## config.mk

```make
export PLATFORM = sky130hd
export DESIGN_NAME = dimmer_classifier
export DESIGN_NICKNAME = d
export VERILOG_FILES = /design/src/rtl/dimclass_pkg.sv /design/src/rtl/learn_accum.sv /design/src/rtl/recheck_timer.sv /design/src/rtl/mismatch_filter.sv /design/src/rtl/dimmer_classifier.sv
export SDC_FILE = /design/constraint.sdc
export NUM_CORES = 1
export LEC_CHECK = 0
export BUFFER_PORTS_ARGS = -buffer_cell sky130_fd_sc_hd__clkbuf_2
export CAP_MARGIN = 5
export CORE_MARGIN = 1
export CORE_UTILIZATION = 45
export CTS_BUF_LIST = sky130_fd_sc_hd__clkbuf_4 sky130_fd_sc_hd__clkbuf_8 sky130_fd_sc_hd__clkbuf_16
export DETAILED_ROUTE_END_ITERATION = 8
export GPL_ROUTABILITY_DRIVEN = 0
export PLACE_DENSITY = 0.76
export SLEW_MARGIN = 20
export SYNTH_ARGS = -nofsm -noshare
export SYNTH_HDL_FRONTEND = slang
export SYNTH_SLANG_ARGS = --single-unit
```

## constraint.sdc

```tcl
create_clock -name clk -period 3.6 [get_ports clk]
set_input_delay 0.72 -clock clk [delete_from_list [all_inputs] [get_ports clk]]
set_output_delay 0.72 -clock clk [all_outputs]
set_load 0.005 [all_outputs]
```

## src/rtl/dimclass_pkg.sv

```systemverilog
package dimclass_pkg;

    typedef enum logic [1:0] {
        MODE_NONE  = 2'd0,
        MODE_LEAD  = 2'd1,
        MODE_TRAIL = 2'd2
    } mode_e;

    typedef enum logic [1:0] {
        PH_IDLE  = 2'd0,
        PH_LEARN = 2'd1,
        PH_CHECK = 2'd2
    } phase_e;

    // Evidence of a single cycle: a steep fall outranks a rising cut.
    function automatic mode_e cycle_class(input logic steep, input logic cut);
        if (steep)
            return MODE_TRAIL;
        else if (cut)
            return MODE_LEAD;
        else
            return MODE_NONE;
    endfunction

endpackage

```

## src/rtl/learn_accum.sv

```systemverilog
module learn_accum
    import dimclass_pkg::*;
#(
    parameter int LEARN_CYCLES = 2
) (
    input  logic  clk,
    input  logic  rst_n,
    input  logic  clr,
    input  logic  stb,
    input  logic  steep,
    input  logic  cut,
    output logic  done,
    output mode_e verdict
);
    localparam int CW = (LEARN_CYCLES > 1) ? $clog2(LEARN_CYCLES) : 1;
    localparam logic [CW-1:0] LAST = CW'(LEARN_CYCLES - 1);

    typedef struct packed {
        logic [CW-1:0] cnt;
        logic          all_steep;
        logic          all_cut;
    } acc_t;

    localparam acc_t ACC_INIT = '{cnt: '0, all_steep: 1'b1, all_cut: 1'b1};

    acc_t acc_d, acc_q;
    logic and_steep, and_cut;

    always_comb begin
        acc_d     = acc_q;
        done      = 1'b0;
        and_steep = acc_q.all_steep & steep;
        and_cut   = acc_q.all_cut & cut;
        if (and_steep)
            verdict = MODE_TRAIL;
        else if (and_cut)
            verdict = MODE_LEAD;
        else
            verdict = MODE_NONE;

        if (clr) begin
            acc_d = ACC_INIT;
        end else if (stb) begin
            if (acc_q.cnt == LAST) begin
                done  = 1'b1;
                acc_d = ACC_INIT;
            end else begin
                acc_d.cnt       = acc_q.cnt + 1'b1;
                acc_d.all_steep = and_steep;
                acc_d.all_cut   = and_cut;
            end
        end
    end

    always_ff @(posedge clk) begin
        if (!rst_n)
            acc_q <= ACC_INIT;
        else
            acc_q <= acc_d;
    end

    // the strobe count never passes the last learn cycle
    p_learn_count_r4: assert property (@(posedge clk) disable iff (!rst_n)
        acc_q.cnt <= LAST);

    // a strobe that does not finish learning advances the count by one
    p_learn_step_r4: assert property (@(posedge clk) disable iff (!rst_n)
        (!clr && stb && acc_q.cnt != LAST) |=> (acc_q.cnt == $past(acc_q.cnt) + 1'b1));

endmodule

```

## src/rtl/recheck_timer.sv

```systemverilog
module recheck_timer #(
    parameter int PERIOD = 16
) (
    input  logic clk,
    input  logic rst_n,
    input  logic clr,
    input  logic tick,
    output logic fire
);
    localparam int PW = (PERIOD > 1) ? $clog2(PERIOD) : 1;
    localparam logic [PW-1:0] LAST = PW'(PERIOD - 1);

    typedef struct packed {
        logic [PW-1:0] cnt;
    } tmr_t;

    tmr_t tmr_d, tmr_q;

    always_comb begin
        tmr_d = tmr_q;
        fire  = 1'b0;
        if (clr) begin
            tmr_d.cnt = '0;
        end else if (tick) begin
            if (tmr_q.cnt == LAST) begin
                fire      = 1'b1;
                tmr_d.cnt = '0;
            end else begin
                tmr_d.cnt = tmr_q.cnt + 1'b1;
            end
        end
    end

    always_ff @(posedge clk) begin
        if (!rst_n)
            tmr_q <= '0;
        else
            tmr_q <= tmr_d;
    end

    // the period count stays inside one check period
    p_period_bound_r6: assert property (@(posedge clk) disable iff (!rst_n)
        tmr_q.cnt <= LAST);

    // without a tick or clear the count holds
    p_period_hold_r6: assert property (@(posedge clk) disable iff (!rst_n)
        (!clr && !tick) |=> $stable(tmr_q.cnt));

endmodule

```

## src/rtl/mismatch_filter.sv

```systemverilog
module mismatch_filter #(
    parameter int LIMIT = 7
) (
    input  logic clk,
    input  logic rst_n,
    input  logic clr,
    input  logic upd,
    input  logic miss,
    output logic trip
);
    localparam int FW = $clog2(LIMIT + 1);
    localparam logic [FW-1:0] TOP = FW'(LIMIT);

    typedef struct packed {
        logic [FW-1:0] lvl;
    } flt_t;

    flt_t flt_d, flt_q;

    always_comb begin
        flt_d = flt_q;
        trip  = 1'b0;
        if (clr) begin
            flt_d.lvl = '0;
        end else if (upd) begin
            if (miss) begin
                if (flt_q.lvl != TOP)
                    flt_d.lvl = flt_q.lvl + 1'b1;
                if (flt_q.lvl == TOP - 1'b1)
                    trip = 1'b1;
            end else if (flt_q.lvl != '0) begin
                flt_d.lvl = flt_q.lvl - 1'b1;
            end
        end
    end

    always_ff @(posedge clk) begin
        if (!rst_n)
            flt_q <= '0;
        else
            flt_q <= flt_d;
    end

    // the vote never leaves its range
    p_vote_bound_r7: assert property (@(posedge clk) disable iff (!rst_n)
        flt_q.lvl <= TOP);

    // a matching check at zero leaves the vote at zero
    p_vote_floor_r7: assert property (@(posedge clk) disable iff (!rst_n)
        (!clr && upd && !miss && flt_q.lvl == '0) |=> (flt_q.lvl == '0));

endmodule

```

## src/rtl/dimmer_classifier.sv

```systemverilog
module dimmer_classifier
    import dimclass_pkg::*;
#(
    parameter int LEARN_CYCLES = 2,
    parameter int CHECK_PERIOD = 16,
    parameter int VOTE_LIMIT   = 7
) (
    input  logic       clk,
    input  logic       rst_n,
    input  logic       uvlo_ok,
    input  logic       cyc_stb,
    input  logic       rise_cut,
    input  logic       fall_steep,
    output logic [1:0] mode,
    output logic [1:0] phase
);
    typedef struct packed {
        phase_e ph;
        mode_e  md;
    } ctl_t;

    ctl_t  ctl_d, ctl_q;

    logic  learn_clr, learn_stb, learn_done;
    mode_e learn_verdict;
    logic  tmr_clr, tmr_tick, tmr_fire;
    logic  flt_clr, flt_miss, flt_trip;
    mode_e now_class;

    always_comb begin
        now_class = cycle_class(fall_steep, rise_cut);
        learn_clr = (ctl_q.ph != PH_LEARN);
        learn_stb = cyc_stb && uvlo_ok && (ctl_q.ph == PH_LEARN);
        tmr_clr   = (ctl_q.ph != PH_CHECK);
        tmr_tick  = cyc_stb && uvlo_ok && (ctl_q.ph == PH_CHECK);
        flt_clr   = tmr_clr;
        flt_miss  = (now_class != ctl_q.md);
    end

    learn_accum #(.LEARN_CYCLES(LEARN_CYCLES)) u_learn (
        .clk     (clk),
        .rst_n   (rst_n),
        .clr     (learn_clr),
        .stb     (learn_stb),
        .steep   (fall_steep),
        .cut     (rise_cut),
        .done    (learn_done),
        .verdict (learn_verdict)
    );

    recheck_timer #(.PERIOD(CHECK_PERIOD)) u_timer (
        .clk   (clk),
        .rst_n (rst_n),
        .clr   (tmr_clr),
        .tick  (tmr_tick),
        .fire  (tmr_fire)
    );

    mismatch_filter #(.LIMIT(VOTE_LIMIT)) u_filter (
        .clk   (clk),
        .rst_n (rst_n),
        .clr   (flt_clr),
        .upd   (tmr_fire),
        .miss  (flt_miss),
        .trip  (flt_trip)
    );

    always_comb begin
        ctl_d = ctl_q;
        if (!uvlo_ok) begin
            ctl_d.ph = PH_IDLE;
        end else begin
            unique case (ctl_q.ph)
                PH_IDLE:  ctl_d.ph = PH_LEARN;
                PH_LEARN: begin
                    if (learn_done) begin
                        ctl_d.md = learn_verdict;
                        ctl_d.ph = PH_CHECK;
                    end
                end
                PH_CHECK: begin
                    if (flt_trip)
                        ctl_d.ph = PH_LEARN;
                end
                default:  ctl_d.ph = PH_IDLE;
            endcase
        end
    end

    always_ff @(posedge clk) begin
        if (!rst_n) begin
            ctl_q.ph <= PH_IDLE;
            ctl_q.md <= MODE_NONE;
        end else begin
            ctl_q <= ctl_d;
        end
    end

    assign mode  = ctl_q.md;
    assign phase = ctl_q.ph;

    // losing the supply forces idle on the next edge
    p_supply_loss_r2: assert property (@(posedge clk) disable iff (!rst_n)
        !uvlo_ok |=> (ctl_q.ph == PH_IDLE));

    // a ready supply takes idle into learning
    p_start_learn_r3: assert property (@(posedge clk) disable iff (!rst_n)
        (ctl_q.ph == PH_IDLE && uvlo_ok) |=> (ctl_q.ph == PH_LEARN));

    // learning is left only at its end or on supply loss
    p_learn_stay_r4: assert property (@(posedge clk) disable iff (!rst_n)
        (ctl_q.ph == PH_LEARN && uvlo_ok && !learn_done) |=> (ctl_q.ph == PH_LEARN));

    // only the three mode codes appear
    p_mode_legal_r5: assert property (@(posedge clk) disable iff (!rst_n)
        ctl_q.md != 2'd3);

    // a tripped vote sends the block back to learning
    p_relearn_r7: assert property (@(posedge clk) disable iff (!rst_n)
        (flt_trip && uvlo_ok) |=> (ctl_q.ph == PH_LEARN));

    // the mode moves only as learning hands over to checking
    p_mode_change_r8: assert property (@(posedge clk) disable iff (!rst_n)
        (ctl_q.md != $past(ctl_q.md)) |-> ($past(ctl_q.ph) == PH_LEARN && ctl_q.ph == PH_CHECK));

endmodule

```

==> run_results.csv, run 1 <==
group,metric,value,unit
grt,antenna_found_initial,0,
grt,grt_pass1_wl,2070,µm
die,start_util,51.4,%
die,die_area,0.00174,mm²
die,io_pins,10,
timing,fin_crit_sh,58.1,%
final_layout,multiInputGateArea,430,µm²
worst_setup_path,crit_type,"in2reg",
timing,rsz0062_at_grt,"no",
worst_setup_path,cp-end-kind,"flip-flop",
placement,hpwl,987,µm
clocking,clockRootBuffer,"clkbuf_4",
worst_setup_path,crit_required,3.77,ns
timing,fin_setup_tns,0,ns
final_layout,fill_cells,116,
power_and_ir_drop,p_seq_share,54.9,%
synthesis,synth_top_area_share,39.4,%
synthesis,syn_nets,92,
routing,routed_via_density,5.95,
grt,grt_overflow,0,
timing,finClkSkew,0.0107,ns
clocking,clock_latency,0.28,ns
synthesis,ys_ff_latch,14,
final_layout,stdcell_area,811,µm²
die,core,0.00138,mm²
worst_setup_path,crit_fanout,9,
worst_setup_path,cp-start-kind,"input pin",
timing,slew_violations,0,
routing,drc_errors,0,
synthesis,synth.avg_cell_area,8.46,µm²
grt,grt_start_max_net_pins,10,
timing,setup_slack,1.51,ns
timing,clock.fmax,0.478,GHz
power_and_ir_drop,power.net_switching,0.0606,mW
clocking,cts_tree,"yes",
grt,first_global_vias,544,
routing,drt_wl_total,1350,µm
routing,vias,666,
clocking,clockBufferDepth,2,
worst_setup_path,worstPathArrival,2.27,ns
clocking,hold_buffers,0,
placement,place_ws,1.23,ns
die,dieWidth,41.7,µm
synthesis,syn_inst,84,
timing,min_period,2.09,ns
power_and_ir_drop,p_int,0.224,mW
clocking,htreeDepth,1,
clocking,cts_setup_buffers,0,
final_layout,drive_above_1_share,20.6,%
routing,detail-route-antenna-nets,0,
clocking,clock_sinks,14,
placement,port_buffers,9,
grt,track_usage,15.3,%
final_layout,final_common_cell,"nand2_1",
flow_run,maxCapViolCount,0,
power_and_ir_drop,clockPowerShare,39.8,%
hold_path,hp-class,"reg2reg",
status,status,"complete, no violations",
timing,finalSetupViolations,0,
timing,hold_slack,0.493,ns
final_layout,final_core_util,58.6,%
power_and_ir_drop,p_per_area,351,mW/mm²
routing,wl_per_cell,12.0,µm
timing,relSlewSlack,76.7,%
timing,worst_pin_slew,0.350,ns
synthesis,ys_seq_area_share,39.4,%
synthesis,async_flop_share,0,%
synthesis,synth.area.top_cells,"dfxtp_1 (39%), nand2_1 (9.5%), a21oi_1 (4.2%)",
final_layout,nNetsFinal,106,
placement,post_dp_cell_area,774,µm²
clocking,cts_buffers,3,
synthesis,synth_enable_flop_cells,0,
die,rows,13,
final_layout,register_area,280,µm²
synthesis,yosys_warnings,0,
final_layout,final_cell_mix,"nand2_1 (18), dfxtp_1 (14), clkbuf_2 (9), a21oi_1 (6)",
clocking,ctsResizeCount,0,
routing,drt_iter0_drc,12,
die,die_y,41.7,µm
routing,drtPass1Iterations,4,
clocking,clk_pin_slew,0.09,ns
final_layout,area_growth,14.1,%
final_layout,n_antenna_cell,0,
power_and_ir_drop,power_frac_comb,5.3,%
timing,hold_violations,0,
power_and_ir_drop,irDropWorstVdd,0.229,mV
synthesis,yosysUniqueCellTypes,30,
synthesis,syn_area,711,µm²
synthesis,ys.flop_type,"dfxtp_1",
power_and_ir_drop,swShare,21.3,%
power_and_ir_drop,power_leakage,0.286,nW
synthesis,yosys.area.top_type,"dfxtp_1",
-- layer usage --
layer | wire length [µm] | vias up | GRT usage, % | part of all wire, %
li1 | - | 338 | - | -
met1 | 656 | 307 | 18.0 | 49
met2 | 604 | 16 | 25.0 | 45
met3 | 50 | 5 | 3.91 | 3.7
met4 | 34 | 0 | 8.39 | 2.5
met5 | 0 | - | 0 | 0
-- final timing paths --
path	startpoint	to	slack, ns	cells past startpoint
max	rise_cut	u_filter.flt_q[2]$_SDFFE_PP0P_	1.51	8
min	u_learn.acc_q[1]$_SDFFE_PP1N_	u_learn.acc_q[1]$_SDFFE_PP1N_	0.49	2
max reg2reg	mode[0]$_SDFFE_PN0P_	u_filter.flt_q[2]$_SDFFE_PP0P_	1.67	7
min reg2reg	u_learn.acc_q[1]$_SDFFE_PP1N_	u_learn.acc_q[1]$_SDFFE_PP1N_	0.49	2
-- through the flow --
| stage | std cells | power (mW) |
|---|---|---|
| global route | 112 | 0.295 |
| finish | 112 | 0.284 |
| detailed placement | 108 | 0.175 |
| global placement | 108 | 0.174 |
| CTS | 112 | 0.286 |
| floorplan | 84 | 0.168 |
-- area by class of cell --
cell class / count / share of cell area [%]
Timing Repair Buffer: 9 / 5.56
Clock buffer: 4 / 4.48
Multi-Input combinational cell: 70 / 53.1
Tap cell: 15 / 2.31
Sequential cell: 14 / 34.6
-- registers in the layout, indices dropped and copies added (netlist names) --
| register | cells |
|---|---|
| u_timer.tmr_q | 4 |
| u_filter.flt_q | 3 |
| u_learn.acc_q | 3 |
| mode | 2 |
| phase | 2 |
-- synthesized netlist by cell type, types with 2 or more instances --
cell type and instances:
a21boi_0 2, nand4_1 2, nor2_1 5, dfxtp_1 14
nor3_1 2, ha_1 2, a21oi_1 6, o21ai_0 5
or3_1 2, a221oi_1 2, xnor2_1 2, and3_1 2
nand3_1 3, and2b_1 2, nand2_1 18
-- power by group through the flow --
stage | Sequential [mW] | Clock [mW] | Combinational (mW)
global route | 0.156 | 0.122 | 0.0167
finish | 0.156 | 0.113 | 0.0152
detailed placement | 0.160 | 0 | 0.0149
CTS | 0.156 | 0.115 | 0.0151
global placement | 0.160 | 0 | 0.0146
floorplan | 0.160 | 0 | 0.00797
-- cell families after synthesis --
group	count (synthesis)	share of synthesized area (%)
AND/OR/NAND/NOR	44	32.9
AO/OA/AOI/OAI	21	20.4
adder cells (fa/ha/maj)	2	3.52
XOR/XNOR	3	3.70
flip-flops	14	39.4
-- worst max-delay path: stages --
cell and delay (ns):
clkbuf_2 0.11, xnor2_1 0.13, a2bb2oi_2 0.32, xnor2_1 0.11
ha_1 0.22, or3_1 0.37, a211oi_2 0.21, nor4_2 0.07
Power figures use the tool's default switching activity.
==> run 2: changes to the inputs <==
==> constraint.sdc (replaced) <==
create_clock -name clk -period 2 [get_ports clk]
set_input_delay 0.4 -clock clk [delete_from_list [all_inputs] [get_ports clk]]
set_output_delay 0.4 -clock clk [all_outputs]
set_load 0.005 [all_outputs]
==> run_results.csv, run 2 (synthesized netlist as in run 1, its figures left out) <==
group,metric,value,unit
final_layout,top_register,"u_timer.tmr_q",
timing,slew_violations,0,
hold_path,holdPathEnd,"u_learn.acc_q[0]$_SDFFE_PP1N_",
placement,dpl.cell_count,109,
placement,hpwl,948,µm
final_layout,final_cells,113,
timing,finalSetupViolations,0,
worst_setup_path,cp-end-kind,"flip-flop",
routing,drtPass1Iterations,4,
die,die_y,41.7,µm
clocking,cts_tree,"yes",
worst_setup_path,path_buf_inv,0,
hold_path,hp-class,"in2reg",
worst_setup_path,r2r-end,"u_filter.flt_q[2]$_SDFFE_PP0P_",
power_and_ir_drop,irDropWorstVdd,0.396,mV
routing,detail-route-antenna-nets,0,
flow_run,maxCapViolCount,0,
worst_setup_path,worstPathArrival,1.94,ns
status,status,"complete, no violations",
die,core,0.00138,mm²
final_layout,drive_above_1_share,21.4,%
clocking,clk_pin_slew,0.09,ns
hold_path,whs_path_depth,3,
worst_setup_path,cp-start-kind,"flip-flop",
clocking,hold_buffers,0,
final_layout,reg_top3,"u_timer.tmr_q x4, u_filter.flt_q x3, u_learn.acc_q x3",
worst_setup_path,rrSetupSlack,0.23,ns
timing,fin_setup_tns,0,ns
worst_setup_path,cp_cell_sequence,"xnor2_1 > a2bb2oi_2 > xnor2_1 > ha_1 > or3_1 > a211oi_2 > nor4_2",
clocking,clockRootBuffer,"clkbuf_4",
routing,drc_errors,0,
final_layout,n_antenna_cell,0,
timing,rsz0062_at_grt,"no",
clocking,clockBufferDepth,2,
timing,min_period,1.77,ns
placement,port_buffers,9,
clocking,cts_buffers,3,
worst_setup_path,crit_fanout,4,
clocking,clock_latency,0.28,ns
clocking,ctsResizeCount,0,
timing,fin_crit_sh,88.7,%
routing,drt_wl_total,1310,µm
die,rows,13,
final_layout,nNetsFinal,107,
die,dieWidth,41.7,µm
final_layout,final_common_cell,"nand2_1",
routing,drt_iter0_drc,8,
final_layout,final_cell_mix,"nand2_1 (18), dfxtp_1 (14), clkbuf_2 (9), a21oi_1 (6)",
routing,routed_via_density,5.50,
grt,antenna_found_initial,0,
routing,wl_per_cell,11.5,µm
clocking,clock_sinks,14,
worst_setup_path,critPathMostFrequentCell,"xnor2_1",
timing,clock.fmax,0.564,GHz
final_layout,largest_register_ffs,4,
power_and_ir_drop,power_leakage,0.290,nW
worst_setup_path,path_delay_family,"simple AND/OR/NAND/NOR gates",
hold_path,min-delay-start,"rise_cut",
clocking,htreeDepth,1,
grt,grt_start_max_net_pins,9,
worst_setup_path,slowest_stage,"dfxtp_1",
timing,worst_pin_slew,0.315,ns
worst_setup_path,worstRegToRegCells,7,
worst_setup_path,crit_type,"reg2reg",
final_layout,area_growth,15.1,%
grt,track_usage,16.1,%
clocking,cts_setup_buffers,0,
timing,relSlewSlack,79.0,%
power_and_ir_drop,p_per_area,625,mW/mm²
worst_setup_path,slowest_delay,0.42,ns
grt,grt_pass1_wl,2190,µm
die,die_area,0.00174,mm²
grt,first_global_vias,520,
timing,finClkSkew,0.00513,ns
die,start_util,51.4,%
grt,grt_overflow,0,
worst_setup_path,crit_required,2.17,ns
routing,vias,621,
die,io_pins,10,
timing,hold_violations,0,
worst_setup_path,rr_startpoint,"mode[0]$_SDFFE_PN0P_",
==> run 2: changes by cell type in the layout (fill, tap and decap cells not counted) <==
cell	change
buf_4	+1
==> run 2: how the worst max path moves through the flow <==
| stage | start | end | cells past startpoint |
|---|---|---|---|
| after detailed placement | rise_cut | u_filter.flt_q[2]$_SDFFE_PP0P_ | 8 |
| after global routing | mode[0]$_SDFFE_PN0P_ | u_filter.flt_q[2]$_SDFFE_PP0P_ | 7 |
| after floorplan | rise_cut | u_filter.flt_q[2]$_SDFFE_PP0P_ | 7 |
| after CTS | mode[0]$_SDFFE_PN0P_ | u_filter.flt_q[2]$_SDFFE_PP0P_ | 7 |
| final | mode[0]$_SDFFE_PN0P_ | u_filter.flt_q[2]$_SDFFE_PP0P_ | 7 |
| after global placement | rise_cut | u_filter.flt_q[2]$_SDFFE_PP0P_ | 8 |
==> run 2: layout make-up <==
cell class,count,area [µm²]
repair buffers,10,52.6
fillers,120,564
clock buffers,4,36.3
flip-flops and latches,14,280
well taps,15,18.8
multi-input cells,70,430
==> run 2: worst register-to-register path: cells and delay by family (launching register included) <==
| kind | cells | cell delay [ns] |
|---|---|---|
| AO/OA/AOI/OAI | 2 | 0.31 |
| XOR/XNOR | 2 | 0.28 |
| adder cells (fa/ha/maj) | 1 | 0.22 |
| flip-flops | 1 | 0.42 |
| AND/OR/NAND/NOR | 2 | 0.44 |
==> run 2: per-stage QoR <==
step	instance area, µm²	total power [mW]	utilization (%)	setup WS (ns)	hold slack [ns]
after detailed placement	782	0.316	56.6	0.102	0.454
after global placement	782	0.315	56.6	0.144	0.472
after global routing	818	0.536	59.2	0.127	0.401
final	818	0.512	59.2	0.226	0.408
after floorplan	711	0.302	-	0.155	0.440
after CTS	818	0.520	59.2	0.219	0.396
==> run 2: report_power, final <==
group	internal (mW)	switching, mW	leakage, nW
sequential	0.280	0.000941	0.113
clock	0.111	0.0914	0.0210
combinational	0.0133	0.0156	0.156
==> run 2: metal layers <==
metal / GRT usage, % / wire length [µm] / vias to the layer above
met3: 6.52 / 55 / 2
met4: 3.87 / 6 / 0
li1: - / - / 335
met1: 21.5 / 681 / 272
met2: 24.1 / 562 / 12
met5: 0 / 0 / -
